`config.mk`:
```
export PLATFORM = sky130hd
export DESIGN_NAME = byte_rle_encoder
export DESIGN_NICKNAME = d
export VERILOG_FILES = /design/src/rtl/rle_pkg.sv /design/src/rtl/rle_datapath.sv /design/src/rtl/rle_ctrl.sv /design/src/rtl/byte_rle_encoder.sv
export SDC_FILE = /design/constraint.sdc
export NUM_CORES = 1
export LEC_CHECK = 0
export CAP_MARGIN = 20
export CORE_AREA = 2 2 97 80
export DETAILED_ROUTE_END_ITERATION = 8
export DIE_AREA = 0 0 99 82
export PLACE_DENSITY = 0.58
export RECOVER_POWER = 25
export SYNTH_ARGS = -nofsm -noshare
export SYNTH_HDL_FRONTEND = slang
export SYNTH_SLANG_ARGS = --single-unit
```
`constraint.sdc`:
```
create_clock -name clk -period 2.8 [get_ports clk]
set_input_delay 0.56 -clock clk [delete_from_list [all_inputs] [get_ports clk]]
set_output_delay 0.56 -clock clk [all_outputs]
set_load 0.1 [all_outputs]
```
`src/rtl/rle_pkg.sv`:
```
package rle_pkg;

  typedef enum logic [2:0] {
    ST_EMPTY,
    ST_RUN,
    ST_SEND_BYTE,
    ST_SEND_CNT,
    ST_SEND_HDR
  } rleState_t;

  // strobes from control to datapath
  typedef struct packed {
    logic loadHeld;   // take incoming byte as held, count cleared
    logic incCnt;     // one more repeat of the held byte
    logic capture;    // latch held byte and count as a symbol, push header bit
    logic clearHdr;   // header byte handed off
  } rleStrobe_t;

  // status from datapath to control
  typedef struct packed {
    logic match;      // incoming byte equals held byte
    logic cntFull;    // repeat count at its maximum
    logic outPair;    // captured symbol carries a count
    logic hdrFull;    // header byte complete
    logic hdrEmpty;   // no header bits pending
  } rleStatus_t;

endpackage

```
`src/rtl/rle_datapath.sv`:
```
module rle_datapath
  import rle_pkg::*;
#(
  parameter int DATA_W = 8,
  parameter int HDR_W  = 8
) (
  input  logic              clk,
  input  logic              rstN,
  input  rleStrobe_t        strobe,
  input  logic              repSelCnt,
  input  logic [DATA_W-1:0] inData,
  output rleStatus_t        status,
  output logic [DATA_W-1:0] repData,
  output logic [HDR_W-1:0]  hdrData
);

  localparam int HC_W = $clog2(HDR_W + 1);
  localparam logic [DATA_W-1:0] CNT_MAX  = {DATA_W{1'b1}};
  localparam logic [HC_W-1:0]   HDR_FULL = HC_W'(HDR_W);

  logic [DATA_W-1:0] heldByte;
  logic [DATA_W-1:0] repCnt;
  logic [DATA_W-1:0] symByte;
  logic [DATA_W-1:0] symCnt;
  logic              symPair;
  logic [HDR_W-1:0]  hdrAcc;
  logic [HC_W-1:0]   hdrCnt;
  logic              pairBit;

  assign pairBit = (repCnt != '0);

  always_ff @(posedge clk) begin
    if (!rstN) begin
      heldByte <= '0;
      repCnt   <= '0;
    end else if (strobe.loadHeld) begin
      heldByte <= inData;
      repCnt   <= '0;
    end else if (strobe.incCnt) begin
      repCnt   <= repCnt + 1'b1;
    end
  end

  always_ff @(posedge clk) begin
    if (!rstN) begin
      symByte <= '0;
      symCnt  <= '0;
      symPair <= 1'b0;
    end else if (strobe.capture) begin
      symByte <= heldByte;
      symCnt  <= repCnt;
      symPair <= pairBit;
    end
  end

  always_ff @(posedge clk) begin
    if (!rstN) begin
      hdrAcc <= '0;
      hdrCnt <= '0;
    end else if (strobe.clearHdr) begin
      hdrAcc <= '0;
      hdrCnt <= '0;
    end else if (strobe.capture) begin
      hdrAcc <= hdrAcc | (HDR_W'(pairBit) << hdrCnt);
      hdrCnt <= hdrCnt + 1'b1;
    end
  end

  always_comb begin
    status.match    = (inData == heldByte);
    status.cntFull  = (repCnt == CNT_MAX);
    status.outPair  = symPair;
    status.hdrFull  = (hdrCnt == HDR_FULL);
    status.hdrEmpty = (hdrCnt == '0);
  end

  assign repData = repSelCnt ? symCnt : symByte;
  assign hdrData = hdrAcc;

  // control never advances a saturated counter
  a_r5_no_cnt_wrap: assert property (@(posedge clk) disable iff (!rstN)
    strobe.incCnt |-> (repCnt != CNT_MAX));

  // a full header byte is always drained before another symbol is captured
  a_r6_hdr_room: assert property (@(posedge clk) disable iff (!rstN)
    strobe.capture |-> (hdrCnt != HDR_FULL));

endmodule

```
`src/rtl/rle_ctrl.sv`:
```
module rle_ctrl
  import rle_pkg::*;
(
  input  logic       clk,
  input  logic       rstN,
  input  logic       inValid,
  input  logic       flushReq,
  input  logic       repReady,
  input  logic       hdrReady,
  input  rleStatus_t status,
  output rleStrobe_t strobe,
  output logic       repSelCnt,
  output logic       inReady,
  output logic       flushDone,
  output logic       repValid,
  output logic       hdrValid
);

  rleState_t state, stateNext;
  logic      flushing, flushingNext;
  rleState_t afterRep;
  logic      afterRepClear;

  always_ff @(posedge clk) begin
    if (!rstN) begin
      state    <= ST_EMPTY;
      flushing <= 1'b0;
    end else begin
      state    <= stateNext;
      flushing <= flushingNext;
    end
  end

  // where to go once the repetition bytes of a symbol are out
  always_comb begin
    afterRepClear = 1'b0;
    if (status.hdrFull || (flushing && !status.hdrEmpty)) begin
      afterRep = ST_SEND_HDR;
    end else if (flushing) begin
      afterRep      = ST_EMPTY;
      afterRepClear = 1'b1;
    end else begin
      afterRep = ST_RUN;
    end
  end

  always_comb begin
    stateNext    = state;
    flushingNext = flushing;
    strobe       = '0;
    repSelCnt    = 1'b0;
    inReady      = 1'b0;
    flushDone    = 1'b0;
    repValid     = 1'b0;
    hdrValid     = 1'b0;
    unique case (state)
      ST_EMPTY: begin
        if (flushReq) begin
          flushDone = 1'b1;
        end else begin
          inReady = 1'b1;
          if (inValid) begin
            strobe.loadHeld = 1'b1;
            stateNext       = ST_RUN;
          end
        end
      end
      ST_RUN: begin
        if (flushReq) begin
          strobe.capture = 1'b1;
          flushingNext   = 1'b1;
          stateNext      = ST_SEND_BYTE;
        end else begin
          inReady = 1'b1;
          if (inValid) begin
            if (status.match && !status.cntFull) begin
              strobe.incCnt = 1'b1;
            end else begin
              strobe.capture  = 1'b1;
              strobe.loadHeld = 1'b1;
              stateNext       = ST_SEND_BYTE;
            end
          end
        end
      end
      ST_SEND_BYTE: begin
        repValid = 1'b1;
        if (repReady) begin
          if (status.outPair) begin
            stateNext = ST_SEND_CNT;
          end else begin
            stateNext = afterRep;
            if (afterRepClear) flushingNext = 1'b0;
          end
        end
      end
      ST_SEND_CNT: begin
        repValid  = 1'b1;
        repSelCnt = 1'b1;
        if (repReady) begin
          stateNext = afterRep;
          if (afterRepClear) flushingNext = 1'b0;
        end
      end
      ST_SEND_HDR: begin
        hdrValid = 1'b1;
        if (hdrReady) begin
          strobe.clearHdr = 1'b1;
          if (flushing) begin
            stateNext    = ST_EMPTY;
            flushingNext = 1'b0;
          end else begin
            stateNext = ST_RUN;
          end
        end
      end
      default: stateNext = ST_EMPTY;
    endcase
  end

  // no new input is taken while a symbol is on its way out
  a_r8_no_input_while_emit: assert property (@(posedge clk) disable iff (!rstN)
    (repValid || hdrValid) |-> !inReady);

  // the count byte always directly follows the byte it belongs to
  a_r4_count_after_byte: assert property (@(posedge clk) disable iff (!rstN)
    (repValid && repSelCnt) |-> $past(repValid));

endmodule

```
`src/rtl/byte_rle_encoder.sv`:
```
module byte_rle_encoder
  import rle_pkg::*;
#(
  parameter int DATA_W = 8,
  parameter int HDR_W  = 8
) (
  input  logic              clk,
  input  logic              rstN,
  input  logic              inValid,
  input  logic [DATA_W-1:0] inData,
  output logic              inReady,
  input  logic              flushReq,
  output logic              flushDone,
  output logic              repValid,
  output logic [DATA_W-1:0] repData,
  input  logic              repReady,
  output logic              hdrValid,
  output logic [HDR_W-1:0]  hdrData,
  input  logic              hdrReady
);

  rleStrobe_t strobe;
  rleStatus_t status;
  logic       repSelCnt;

  rle_ctrl u_ctrl (
    .clk       (clk),
    .rstN      (rstN),
    .inValid   (inValid),
    .flushReq  (flushReq),
    .repReady  (repReady),
    .hdrReady  (hdrReady),
    .status    (status),
    .strobe    (strobe),
    .repSelCnt (repSelCnt),
    .inReady   (inReady),
    .flushDone (flushDone),
    .repValid  (repValid),
    .hdrValid  (hdrValid)
  );

  rle_datapath #(
    .DATA_W (DATA_W),
    .HDR_W  (HDR_W)
  ) u_datapath (
    .clk       (clk),
    .rstN      (rstN),
    .strobe    (strobe),
    .repSelCnt (repSelCnt),
    .inData    (inData),
    .status    (status),
    .repData   (repData),
    .hdrData   (hdrData)
  );

  // stalled outputs hold valid and data
  a_r8_rep_hold: assert property (@(posedge clk) disable iff (!rstN)
    (repValid && !repReady) |=> (repValid && $stable(repData)));

  a_r8_hdr_hold: assert property (@(posedge clk) disable iff (!rstN)
    (hdrValid && !hdrReady) |=> (hdrValid && $stable(hdrData)));

  // one output stream at a time
  a_r8_one_stream: assert property (@(posedge clk) disable iff (!rstN)
    !(repValid && hdrValid));

  // a finished flush leaves nothing on the outputs
  a_r7_flush_clean: assert property (@(posedge clk) disable iff (!rstN)
    flushDone |-> (!repValid && !hdrValid && !inReady));

endmodule

```
==> impl_metrics.env <==
export IMPL_cp_max_fo=10
export IMPL_yosys_top_cells_area="dfxtp_1, mux2i_1, nand2_1"
export IMPL_route_vias_total=2223
export IMPL_layout_drive_gt1_share_pct=17.07
export IMPL_synth_distinct_cells=50
export IMPL_synth_async_reset_ratio_pct=0
export IMPL_total_power_uw=1521
export IMPL_synth_xor_area_share_pct=3.835
export IMPL_start_kind="input port"
export IMPL_syn_cell_area_sq_um=2512
export IMPL_initial_core_util_pct=34.98
export IMPL_finalClockSkew_ns=0.005648
export IMPL_cts_resized_gates=0
export IMPL_drt_iter0_markers=95
export IMPL_synth_warnings=0
export IMPL_numCtsBuffers=5
export IMPL_die_h_um=82
export IMPL_synth_top_cell_area_share_pct=39.04
export IMPL_antenna_found_initial=0
export IMPL_layout_worst_path_cycle_share_pct=88.75
export IMPL_grt_pass1_vias=2178
export IMPL_area_growth_pct=25.00
export IMPL_syn_inst=288
export IMPL_status="finished, final reports clean"
export IMPL_yosys_area_share_simple_pct=24.00
export IMPL_grt_pass1_wl_um=10280
export IMPL_synth_top_family_by_area="simple AND/OR/NAND/NOR gates"
export IMPL_io_buffers=33
export IMPL_insertion_delay_ns=0.30
export IMPL_layout_common_cells="dfxtp_1, nand2_1, a21oi_1, mux2i_1, nand3_1"
export IMPL_core_area_sq_um=7182
export IMPL_cts_tree="yes"
export IMPL_synth_main_ff_cell="dfxtp_1"
export IMPL_synth_nets=306
export IMPL_min_path_type="register to register"
export IMPL_grt_usage_pct=15.46
export IMPL_maxSlewHeadroom_pct=22.01
export IMPL_finalWirelength_um=5878
export IMPL_drc_errors=0
export IMPL_clkSlewWorstSetupHoldPaths_ns=0.09
export IMPL_setup_ws_ns=0.3151
export IMPL_maxCapViolCount=0
export IMPL_critical_path_arrival_ns=2.72
export IMPL_post_place_ws_ns=0.1310
export IMPL_vias_per_cell=5.318
export IMPL_drv_slew=0
export IMPL_first_pass_iters=4
export IMPL_hold_viol_final=0
export IMPL_rsz0062_at_grt="no"
export IMPL_fmax_mhz=402.4
export IMPL_grt_max_degree=28
export IMPL_end_kind="register"
export IMPL_syn_area_per_cell_sq_um=8.724
export IMPL_die_area_sq_um=8118
export IMPL_setup_violations=0
export IMPL_synth_edf_count=0
export IMPL_tightest_slew_ns=1.175
export IMPL_ys_seq_area_share_pct=39.04
export IMPL_muxShareOfSynthArea_pct=11.16
export IMPL_mostFrequentLayoutCell="dfxtp_1"
export IMPL_fin_crit_ns=2.485
export IMPL_critical_path_required_ns=3.03
export IMPL_post_cts_buffers=0
export IMPL_synth_compound_area_share_pct=14.79
export IMPL_synth_seq_cells=49
export IMPL_path_class="input port to register"
export IMPL_htreeDepth=2
export IMPL_p_leak_uw=0.001159
export IMPL_clockRootBuffer="clkbuf_8"
export IMPL_drtAntennaViolNets=0
export IMPL_final_area_sq_um=3141
export IMPL_cts_sinks=49
export IMPL_nets=345
export IMPL_cts_hold_buf=0
export IMPL_fp_row_count=28
export IMPL_power_density_nw_per_um2=484.4
export IMPL_post_drt_wl_per_cell_um=14.06
export IMPL_place_area_sq_um=3068
export IMPL_gp_congestion=0.8550
export IMPL_n_antenna_cell=0
export IMPL_yosysTopAreaCell="dfxtp_1"
export IMPL_dieWidth_um=99
export IMPL_cts_buffer_depth=2
export IMPL_io_pins=34
export IMPL_hpwl_um=4381
export IMPL_overflow=0
export IMPL_irDropWorstVdd_mv=0.2765
export IMPL_yosys_area_share_adder_pct=1.992
==> flip-flops by register name (all words and copies together), names as in the netlist <==
| register | flops |
|---|---|
| u_ctrl.flushing | 1 |
| u_ctrl.state | 3 |
| u_datapath.hdrCnt | 4 |
| u_datapath.hdrData | 8 |
| u_datapath.heldByte | 8 |
| u_datapath.repCnt | 8 |
| u_datapath.symByte | 8 |
| u_datapath.symCnt | 8 |
| u_datapath.symPair | 1 |
==> path summary, 6_finish.rpt <==
path,startpoint,to,slack (ns),cells past startpoint
hold reg to reg,u_datapath.symByte[4],u_datapath.symByte[4],0.46,2
setup reg to reg,u_datapath.repCnt[0],u_datapath.hdrData[3],0.42,7
setup / recovery,inData[6],u_datapath.symByte[1],0.32,8
hold / removal,u_datapath.symByte[4],u_datapath.symByte[4],0.46,2
==> metal layers <==
metal / part of all wire [%] / up-vias / global-route usage [%]
met4: 0.44 / 0 / 2.466
met5: 0 / - / 0
met2: 46 / 47 / 26.15
li1: - / 1127 / -
met3: 3.7 / 5 / 2.979
met1: 50 / 1044 / 21.01
==> critical path, stage by stage <==
cell,delay [ns]
clkdlybuf4s50_1,0.49
xor2_1,0.22
nor4_1,0.10
clkbuf_1,0.21
and4_1,0.25
nor2_2,0.40
buf_4,0.29
mux2i_1,0.19
==> synth_stat cells (4+ instances only) <==
cell type and count:
o21ai_0 14, inv_1 10, nand3_1 19, xor2_1 11
nand2b_1 4, a21oi_1 20, nor3_1 4, mux2i_1 19
o31ai_1 8, ha_1 4, clkbuf_1 9, a32o_1 5
nor2_1 13, dfxtp_1 49, nand4_1 9, nand2_1 36
mux2_2 8
==> kinds of logic (layout without fill, tap and decap cells) <==
kind of cell / count (synthesis) / count (layout)
mux: 27 / 27
flops: 49 / 49
simple gates: 112 / 112
buf+inv: 26 / 66
compound gates: 59 / 59
fa+ha+maj: 4 / 4
xor+xnor: 11 / 11
==> final cells by class <==
type / count / area (sq um)
Clock buffer: 6 / 82.58
Tap cell: 90 / 112.6
Timing Repair Buffer: 48 / 478.0
Inverter: 10 / 41.29
Sequential cell: 49 / 980.9
Fill cell: 706 / 4041
Clock inverter: 2 / 37.54
Multi-Input combinational cell: 213 / 1408
==> metrics by stage <==
stage	TNS (ns)	cells	util, %	hold WS, ns
floorplan	-0.04177	288	-	0.4313
global placement	0	410	42.72	0.4385
detailed placement	0	410	42.72	0.4484
CTS	0	418	44.39	0.4615
global route	0	418	43.73	0.4777
finish	0	418	43.73	0.4594
==> report_power, final <==
group	switching (uW)	internal [uW]
Sequential	20.7	713
Combinational	163	100
Clock	233	291
Power figures use the tool's default switching activity.
